$ cat src/rtl/fwa_pkg.sv
package fwa_pkg;
    localparam int WORD_W     = 32;
    localparam int LANE_W     = 8;
    localparam int LANES      = WORD_W / LANE_W;
    localparam int HALF_W     = WORD_W / 2;
    localparam int HALF_LANES = LANES / 2;
    localparam int LANE_IDX_W = $clog2(LANES);

    typedef enum logic {
        BUS_WIDE   = 1'b0,
        BUS_NARROW = 1'b1
    } bus_mode_e;

    typedef struct packed {
        logic [LANES-1:0]  lanes;
        logic [WORD_W-1:0] data;
    } access_t;

    // Byte lanes of the 32-bit word touched by one local access.
    function automatic logic [LANES-1:0] touched_lanes(input bus_mode_e mode,
                                                      input logic [LANES-1:0] be);
        logic [LANES-1:0] l;
        if (mode == BUS_NARROW) begin
            if (be[LANES-1])
                l = {be[HALF_LANES-1:0], {HALF_LANES{1'b0}}};
            else
                l = {{HALF_LANES{1'b0}}, be[HALF_LANES-1:0]};
        end else begin
            l = be;
        end
        return l;
    endfunction

    // Place local write data on the 32-bit word lanes.
    function automatic access_t steer_write(input bus_mode_e mode,
                                            input logic [LANES-1:0] be,
                                            input logic [WORD_W-1:0] wd);
        access_t a;
        a.lanes = touched_lanes(mode, be);
        if (mode == BUS_NARROW)
            a.data = {wd[HALF_W-1:0], wd[HALF_W-1:0]};
        else
            a.data = wd;
        return a;
    endfunction
endpackage

$ cat src/rtl/fwa_write_path.sv
module fwa_write_path
    import fwa_pkg::*;
(
    input  logic                  clk,
    input  logic                  rst,
    input  bus_mode_e             mode,
    input  logic [LANE_IDX_W-1:0] adv_lane,
    input  logic                  wr_stb,
    input  logic [LANES-1:0]      be,
    input  logic [WORD_W-1:0]     wdata,
    input  logic                  fifo_full,
    output logic                  fifo_push,
    output logic [WORD_W-1:0]     fifo_wdata,
    output logic                  overflow
);
    access_t           acc;
    logic [WORD_W-1:0] hold_q;
    logic [WORD_W-1:0] merged;
    logic              accept;
    logic              advance;
    logic              ovf_q;

    assign acc = steer_write(mode, be, wdata);

    for (genvar g = 0; g < LANES; g++) begin : g_merge
        assign merged[g*LANE_W +: LANE_W] = acc.lanes[g] ? acc.data[g*LANE_W +: LANE_W]
                                                         : hold_q[g*LANE_W +: LANE_W];
    end

    assign accept     = wr_stb && !fifo_full;
    assign advance    = acc.lanes[adv_lane];
    assign fifo_push  = accept && advance;
    assign fifo_wdata = merged;
    assign overflow   = ovf_q;

    always_ff @(posedge clk) begin
        if (rst) begin
            hold_q <= '0;
            ovf_q  <= 1'b0;
        end else begin
            if (wr_stb && fifo_full)
                ovf_q <= 1'b1;
            if (accept)
                hold_q <= advance ? '0 : merged;
        end
    end

    AST_OVF_SET: assert property (@(posedge clk) disable iff (rst)
        wr_stb && fifo_full |=> overflow);
    AST_OVF_STICKY: assert property (@(posedge clk) disable iff (rst)
        overflow |=> overflow);
    AST_FULL_NO_PUSH: assert property (@(posedge clk) disable iff (rst)
        fifo_full |-> !fifo_push);
    AST_LOW_HALF_HELD: assert property (@(posedge clk) disable iff (rst)
        mode == BUS_NARROW && wr_stb && !be[LANES-1] && adv_lane[LANE_IDX_W-1] |-> !fifo_push);
    AST_HOLD_EMPTY_AFTER_PUSH: assert property (@(posedge clk) disable iff (rst)
        fifo_push |=> hold_q == '0);
endmodule

$ cat src/rtl/fwa_read_path.sv
module fwa_read_path
    import fwa_pkg::*;
(
    input  logic                  clk,
    input  logic                  rst,
    input  bus_mode_e             mode,
    input  logic [LANE_IDX_W-1:0] adv_lane,
    input  logic                  rd_stb,
    input  logic [LANES-1:0]      be,
    input  logic [WORD_W-1:0]     fifo_rdata,
    input  logic                  fifo_empty,
    output logic                  fifo_pop,
    output logic [WORD_W-1:0]     rdata
);
    logic [LANES-1:0]  lanes;
    logic [WORD_W-1:0] view;
    logic [HALF_W-1:0] half_sel;
    logic              take;
    logic [WORD_W-1:0] rdata_q;

    assign lanes    = touched_lanes(mode, be);
    assign half_sel = be[LANES-1] ? fifo_rdata[WORD_W-1:HALF_W] : fifo_rdata[HALF_W-1:0];
    assign view     = (mode == BUS_NARROW) ? {{(WORD_W-HALF_W){1'b0}}, half_sel} : fifo_rdata;
    assign take     = rd_stb && !fifo_empty;
    assign fifo_pop = take && lanes[adv_lane];
    assign rdata    = rdata_q;

    always_ff @(posedge clk) begin
        if (rst)
            rdata_q <= '0;
        else if (take)
            rdata_q <= view;
    end

    AST_EMPTY_KEEPS_DATA: assert property (@(posedge clk) disable iff (rst)
        rd_stb && fifo_empty |=> $stable(rdata));
    AST_EMPTY_NO_POP: assert property (@(posedge clk) disable iff (rst)
        fifo_empty |-> !fifo_pop);
    AST_NARROW_UPPER_ZERO: assert property (@(posedge clk) disable iff (rst)
        rd_stb && mode == BUS_NARROW && !fifo_empty |=> rdata[WORD_W-1:HALF_W] == '0);
endmodule

$ cat src/rtl/fifo_width_adapter.sv
module fifo_width_adapter
    import fwa_pkg::*;
(
    input  logic                  clk,
    input  logic                  rst,
    input  logic                  narrow,
    input  logic [LANE_IDX_W-1:0] adv_lane,
    input  logic                  wr_stb,
    input  logic                  rd_stb,
    input  logic [LANES-1:0]      be,
    input  logic [WORD_W-1:0]     wdata,
    output logic [WORD_W-1:0]     rdata,
    output logic                  overflow,
    output logic                  fifo_push,
    output logic [WORD_W-1:0]     fifo_wdata,
    input  logic                  fifo_full,
    output logic                  fifo_pop,
    input  logic [WORD_W-1:0]     fifo_rdata,
    input  logic                  fifo_empty
);
    bus_mode_e mode;
    assign mode = narrow ? BUS_NARROW : BUS_WIDE;

    fwa_write_path u_wr (
        .clk        (clk),
        .rst        (rst),
        .mode       (mode),
        .adv_lane   (adv_lane),
        .wr_stb     (wr_stb),
        .be         (be),
        .wdata      (wdata),
        .fifo_full  (fifo_full),
        .fifo_push  (fifo_push),
        .fifo_wdata (fifo_wdata),
        .overflow   (overflow)
    );

    fwa_read_path u_rd (
        .clk        (clk),
        .rst        (rst),
        .mode       (mode),
        .adv_lane   (adv_lane),
        .rd_stb     (rd_stb),
        .be         (be),
        .fifo_rdata (fifo_rdata),
        .fifo_empty (fifo_empty),
        .fifo_pop   (fifo_pop),
        .rdata      (rdata)
    );

    AST_NO_PUSH_POP_TOGETHER: assert property (@(posedge clk) disable iff (rst)
        !(wr_stb && rd_stb) |-> !(fifo_push && fifo_pop));
endmodule

$ cat config.mk
export PLATFORM = sky130hd
export DESIGN_NAME = fifo_width_adapter
export DESIGN_NICKNAME = d
export VERILOG_FILES = /design/src/rtl/fwa_pkg.sv /design/src/rtl/fwa_write_path.sv /design/src/rtl/fwa_read_path.sv /design/src/rtl/fifo_width_adapter.sv
export SDC_FILE = /design/constraint.sdc
export NUM_CORES = 1
export LEC_CHECK = 0
export BUFFER_PORTS_ARGS = -buffer_cell sky130_fd_sc_hd__buf_2
export CAP_MARGIN = 20
export CORE_MARGIN = 2
export CORE_UTILIZATION = 43
export DETAILED_ROUTE_END_ITERATION = 10
export HOLD_SLACK_MARGIN = 0.12
export PLACE_DENSITY = 0.8
export SLEW_MARGIN = 40
export SYNTH_ARGS = -nofsm -noshare
export SYNTH_HDL_FRONTEND = slang
export SYNTH_SLANG_ARGS = --single-unit
$ cat constraint.sdc
create_clock -name clk -period 1.65 [get_ports clk]
set_input_delay 0.33 -clock clk [delete_from_list [all_inputs] [get_ports clk]]
set_output_delay 0.33 -clock clk [all_outputs]
set_load 0.01 [all_outputs]
# Yosys cells after proc, flatten, opt, wreduce, memory -nomap -nowiden
# Index checks and enable logic that the tools add are counted.
[totals]
register_bits = 65
inputBits = 77
out_inout_bits = 67
elab_cells = 24
[classes]
magnitude_cmp = 1
mux = 13
reduce_logical = 7
[ops]
columns = ["cell", "count"]
rows = [
  ["$mux W32", 3],
  ["$mux W8", 4],
  ["$mux W16", 1],
  ["$mux W4", 2],
  ["$logic_and A1 B1 Y1", 5],
  ["$lt A2 B3 Y1 const B", 1],
  ["$bmux W1 S2", 1],
  ["$logic_not A1 Y1", 2],
  ["$mux W1", 2],
]

# Depth between registers and ports, before layout
[logic_depth]
depth_word = 5
depth_mapped = 6
mapped_depth_nobuf = 4

# Cells and area by module
# A second synthesis with hierarchy kept.
[hier_totals]
cells_unflattened = 407
area_unflattened_um2 = 3420.8
[by_module_without_submodules]
columns = ["module", "n_inst", "cells_each", "area_per_inst_um2", "seq_area_each_um2"]
rows = [
  ["fwa_write_path", 1, 236, 1951.9, 660.6],
  ["fwa_read_path", 1, 171, 1468.9, 640.6],
]

# Worst setup path after synthesis
# Ideal clock, no wire load.
[synth_timing]
kind = "input -> output"
start = "in be[3]"
end = "out fifo_wdata[0]"
arrival_time_ns = 1.322
required_time_ns = 1.320
path_slack_ns = -0.002
stages = 5
n_path_buf = 2
cell_sequence = "nand2_1 buf_4 buf_2 nand2_1 mux2_2"
[synth_via]
elab_chain_cells = 3
[synth_lines]
columns = ["item", "line", "text"]
rows = [
  ["from (decl)", "fifo_width_adapter.sv:10", "input logic [LANES-1:0] be,"],
  ["$mux W4", "fwa_pkg.sv:24", "if (be[LANES-1])"],
  ["$mux W4", "fwa_pkg.sv:23", "if (mode == BUS_NARROW) begin"],
  ["$mux W8", "fwa_write_path.sv:26", "assign merged[g*LANE_W +: LANE_W] = acc.lanes[g] ? acc.data[g*LANE_W +: LANE_W]"],
  ["to (decl)", "fifo_width_adapter.sv:15", "output logic [WORD_W-1:0] fifo_wdata,"],
]
# Every way passes these cells.

# Worst setup path after layout
[layout_timing]
start = "in narrow"
end = "out fifo_wdata[20]"
[layout_via]
elab_chain_cells = 3
word_cells_on_any_way = 4
cone_classes = "mux (4)"
[layout_lines]
columns = ["item", "line", "text"]
rows = [
  ["from (decl)", "fifo_width_adapter.sv:6", "input logic narrow,"],
  ["$mux W1 *", "fifo_width_adapter.sv:22", "assign mode = narrow ? BUS_NARROW : BUS_WIDE;"],
  ["$mux W32 / $mux W4 (equally long branches)", "fwa_pkg.sv:40, fwa_pkg.sv:23", ""],
  ["$mux W8 *", "fwa_write_path.sv:26", ""],
]
# Every way passes the cells marked *; elsewhere a longest branch is shown, timed or not.

==> qor_table.md <==
| Result | Reported |
|---|---|
| Result of the run | finished with violations |
| Violated checks | negative setup slack |
| Sequential cell area in the final layout | 0.001301 mm² |
| Setup violators final | 1 |
| Arr. time, crit path | 1340 ps |
| Number of top-level pins | 144 |
| Final min period | 1670 ps |
| Post-synth ARST share | 0 |
| CTS sink cnt | 65 |
| Cells on Worst Hold Path | 3 |
| Buffers added on ports | 143 |
| Detailed-route wire length per cell | 15.30 µm |
| Worst vdd rail ir drop | 0.4587 mV |
| Initial antenna violation count | 0 |
| Number of buffers created by CTS | 9 |
| Post-detailed-routing wire length | 9.578 mm |
| Sum of overflow across all layers after global routing | 0 |
| Area inside the core boundary | 0.007331 mm² |
| Delay contributed by the slowest stage of the critical path | 210 ps |
| Clock latency at the later pin of the worst-skew pair | 340 ps |
| Worst r2r src | u_wr.hold_q[28] |
| Routability Congestion | 0.7932 |
| Initial standard-cell utilization of the core | 0.4489 |
| Worst hold slack across all endpoints | 254.8 ps |
| Maximum fanout encountered on the critical timing path | 6 |
| Layout-stage area growth over the synthesis result | 41.48% |
| Hold Path Origin | fifo_rdata[13] |
| Worst r2r path cells | 3 |
| Max-Cap Viols | 0 |
| Row Count | 31 |
| Critical path start-end classification | in2out |
| Detailed-route via count | 3313 |
| DPL Wire Length | 6.988 mm |
| Library cell contributing the largest single delay on the critical path | sky130_fd_sc_hd__o22a_1 |
| Post-synthesis cell area | 0.003291 mm² |
| TritonCTS clock tree | yes |
| Reg-to-Reg End | u_wr.hold_q[28] |
| Syn avg cell area | 9.090 µm² |
| Filler Cells Inserted | 620 |
| Detailed-route DRC error count | 0 |
| Antenna Diode Count | 0 |
| Headroom to the max-slew limit | 0.7348 |
| Leakage dissipation | 2.079 nW |
| Count of different cell masters after synthesis | 33 |
| Final core utilization | 0.6351 |
| Share of the yosys chip area belonging to registers | 0.3954 |
| Via count of the first global-routing pass | 3220 |
| Reg2Reg Setup Slack | 670 ps |
| Largest net degree at the start of global routing | 49 |
| Kind of end point of the critical path | output port |
| H-tree depth | 3 |
| Commonest non-fill, non-tap cell in the layout | sky130_fd_sc_hd__buf_2 |
| RSZ-0062 raised after global routing | yes |
| Area fraction of the dominant cell type after synthesis | 0.3954 |
| Placed Cells incl. Taps | 603 |
| Net count reported at finish | 599 |
| Least-Margin Pin Slew | 397.9 ps |
| Highest clock frequency the design can meet | 598.8 MHz |
| Area used by multi-input combinational logic | 0.001979 mm² |
| Portion of the clock cycle consumed by the worst path in the final layout | 1.012 |
| Highest-count cells in the layout ignoring fill and taps | 138 x sky130_fd_sc_hd__buf_2, 65 x sky130_fd_sc_hd__dfxtp_1, 56 x sky130_fd_sc_hd__nand2_1 |
| Number of standard cells in the final layout excluding fillers | 626 |
| Number of enable flip-flop cells after synthesis | 0 |
| Cell type with the largest total area after synthesis | sky130_fd_sc_hd__dfxtp_1 |
| Flip-flop and latch count after synthesis | 65 |
| Global-route usage over all layers | 0.2192 |
| Global-route wire length before repair | 15.02 mm |
| Launching element type of the critical path | input port |
| Width of the die | 91.48 µm |
| Number of slew-limit violations in the final report | 0 |
| Worst min-delay path category | in2reg |
| Most instantiated flip-flop cell in the synthesis netlist | sky130_fd_sc_hd__dfxtp_1 |
| Hold buffers post-CTS | 0 |
| Synthesized instance count | 362 |
| Vias/cell | 5.292 |
| Detail Route Antenna Nets | 0 |
| Critical path required time | 1320 ps |
| Die Height | 91.48 µm |
| Worst Hold Path EP | u_rd.rdata[13] |
| Post-Place Setup Slack | -196.2 ps |
| Reg clk slew, reported paths | 80 ps |
| Leading cell types by total area after synthesis | sky130_fd_sc_hd__dfxtp_1 40%, sky130_fd_sc_hd__nand2_1 7.0%, sky130_fd_sc_hd__nor2_4 6.5%, sky130_fd_sc_hd__mux2_2 5.5%, sky130_fd_sc_hd__mux2i_1 5.2% |
| Max Clock Skew | 0 ps |
| TritonRoute pass-1 iters | 4 |
| Die area | 0.008369 mm² |
| Share of post-route cells with drive strength above 1 | 0.4934 |
| Violation count after the first detailed-route iteration | 95 |
| Synth warnings | 0 |
| Mapped Nets | 439 |
| P per Cell Area | 829.6 mW/mm² |
| Final Hold Fails | 0 |
| Final setup slack of the worst path | -20.13 ps |
| Library cell used as clock root buffer | sky130_fd_sc_hd__clkbuf_8 |
| Setup TNS | -20.13 ps |
| Critical Path, Cell by Cell | buf_12, buf_8, nand2b_4, buf_6, o22a_1, o21a_1, buf_2 |
| Worst-case clock buffer depth | 2 |
[synth_stat cells (2+ instances only)]
cell	instances
sky130_fd_sc_hd__mux2_2	16
sky130_fd_sc_hd__nor2_1	31
sky130_fd_sc_hd__nand3_2	2
sky130_fd_sc_hd__nand3b_1	16
sky130_fd_sc_hd__o22a_1	8
sky130_fd_sc_hd__clkbuf_1	11
sky130_fd_sc_hd__or3_1	8
sky130_fd_sc_hd__a311oi_1	16
sky130_fd_sc_hd__buf_6	4
sky130_fd_sc_hd__dfxtp_1	65
sky130_fd_sc_hd__a21oi_2	7
sky130_fd_sc_hd__o32ai_1	8
sky130_fd_sc_hd__nand2b_1	4
sky130_fd_sc_hd__nand3_1	2
sky130_fd_sc_hd__o21a_1	8
sky130_fd_sc_hd__buf_2	10
sky130_fd_sc_hd__a21oi_1	28
sky130_fd_sc_hd__o22ai_1	8
sky130_fd_sc_hd__nand2_1	61
sky130_fd_sc_hd__mux2i_1	17
sky130_fd_sc_hd__nor2_4	19
sky130_fd_sc_hd__nor2b_1	2
[metal layers]
metal	global-route usage	vias to the layer above	share of wire
li1	-	1611	-
met1	0.2733	1542	0.42
met2	0.3775	146	0.50
met3	0.04066	14	0.072
met4	0.07449	0	0.015
met5	0	-	0
[final cells by class]
class	instances	share of cell area
Clock buffer	9	0.02661
Clock inverter	7	0.01532
Inverter	1	0.0008062
Multi-Input combinational cell	270	0.4252
Sequential cell	65	0.2795
Tap cell	99	0.02661
Timing Repair Buffer	175	0.2260
[metrics by stage]
step	area [µm²]	power, mW
2_1_floorplan	3291	2.150
3_3_place_gp	4218	2.470
3_5_place_dp	4218	2.491
4_1_cts	4507	3.836
5_1_grt	4656	4.026
6_report	4656	3.862
[kinds of logic (layout without fill, tap and decap cells)]
| group | Yosys count | count (layout) | share of synthesized area |
|---|---|---|---|
| DFF | 65 | 65 | 0.3954 |
| buffers and inverters | 28 | 192 | 0.04601 |
| muxes | 33 | 33 | 0.1065 |
| and+or+nand+nor | 149 | 150 | 0.2510 |
| AOI/OAI and AO/OA | 87 | 87 | 0.2011 |
[power by group]
part | switching (mW) | leakage, nW | internal (mW)
sequential | 0.0331 | 0.530 | 1.64
combinational | 0.468 | 1.46 | 0.398
clock | 0.633 | 0.0912 | 0.693
total | 1.13 | 2.08 | 2.73
[how the worst max path moves through the flow]
| stage | start | end | slack [ps] | cells past startpoint |
|---|---|---|---|---|
| after floorplan | be[3] | fifo_wdata[0] | -2 | 5 |
| after global placement | be[3] | fifo_wdata[22] | -160 | 6 |
| after detailed placement | be[3] | fifo_wdata[22] | -200 | 6 |
| after CTS | be[0] | fifo_push | 10 | 7 |
| after global routing | be[1] | fifo_wdata[24] | -80 | 5 |
| final | narrow | fifo_wdata[20] | -20 | 7 |
[state kept, by name, indices dropped and copies added (netlist names)]
name / flops
u_rd.rdata: 32
u_wr.hold_q: 32
u_wr.overflow: 1
[critical path: cells and delay by family]
kind / cells / cell delay (ps)
simple gates: 1 / 160
buf+inv: 4 / 490
compound gates: 2 / 350
[what timing repair did]
item	CTS	global route
gates cloned	0	1
setup buffers	2	4
gates resized for setup	21	22
endpoints found under the hold margin	0	0
pin swaps	8	7
setup endpoints to repair	34	17
(Power assumes the default switching activity.)
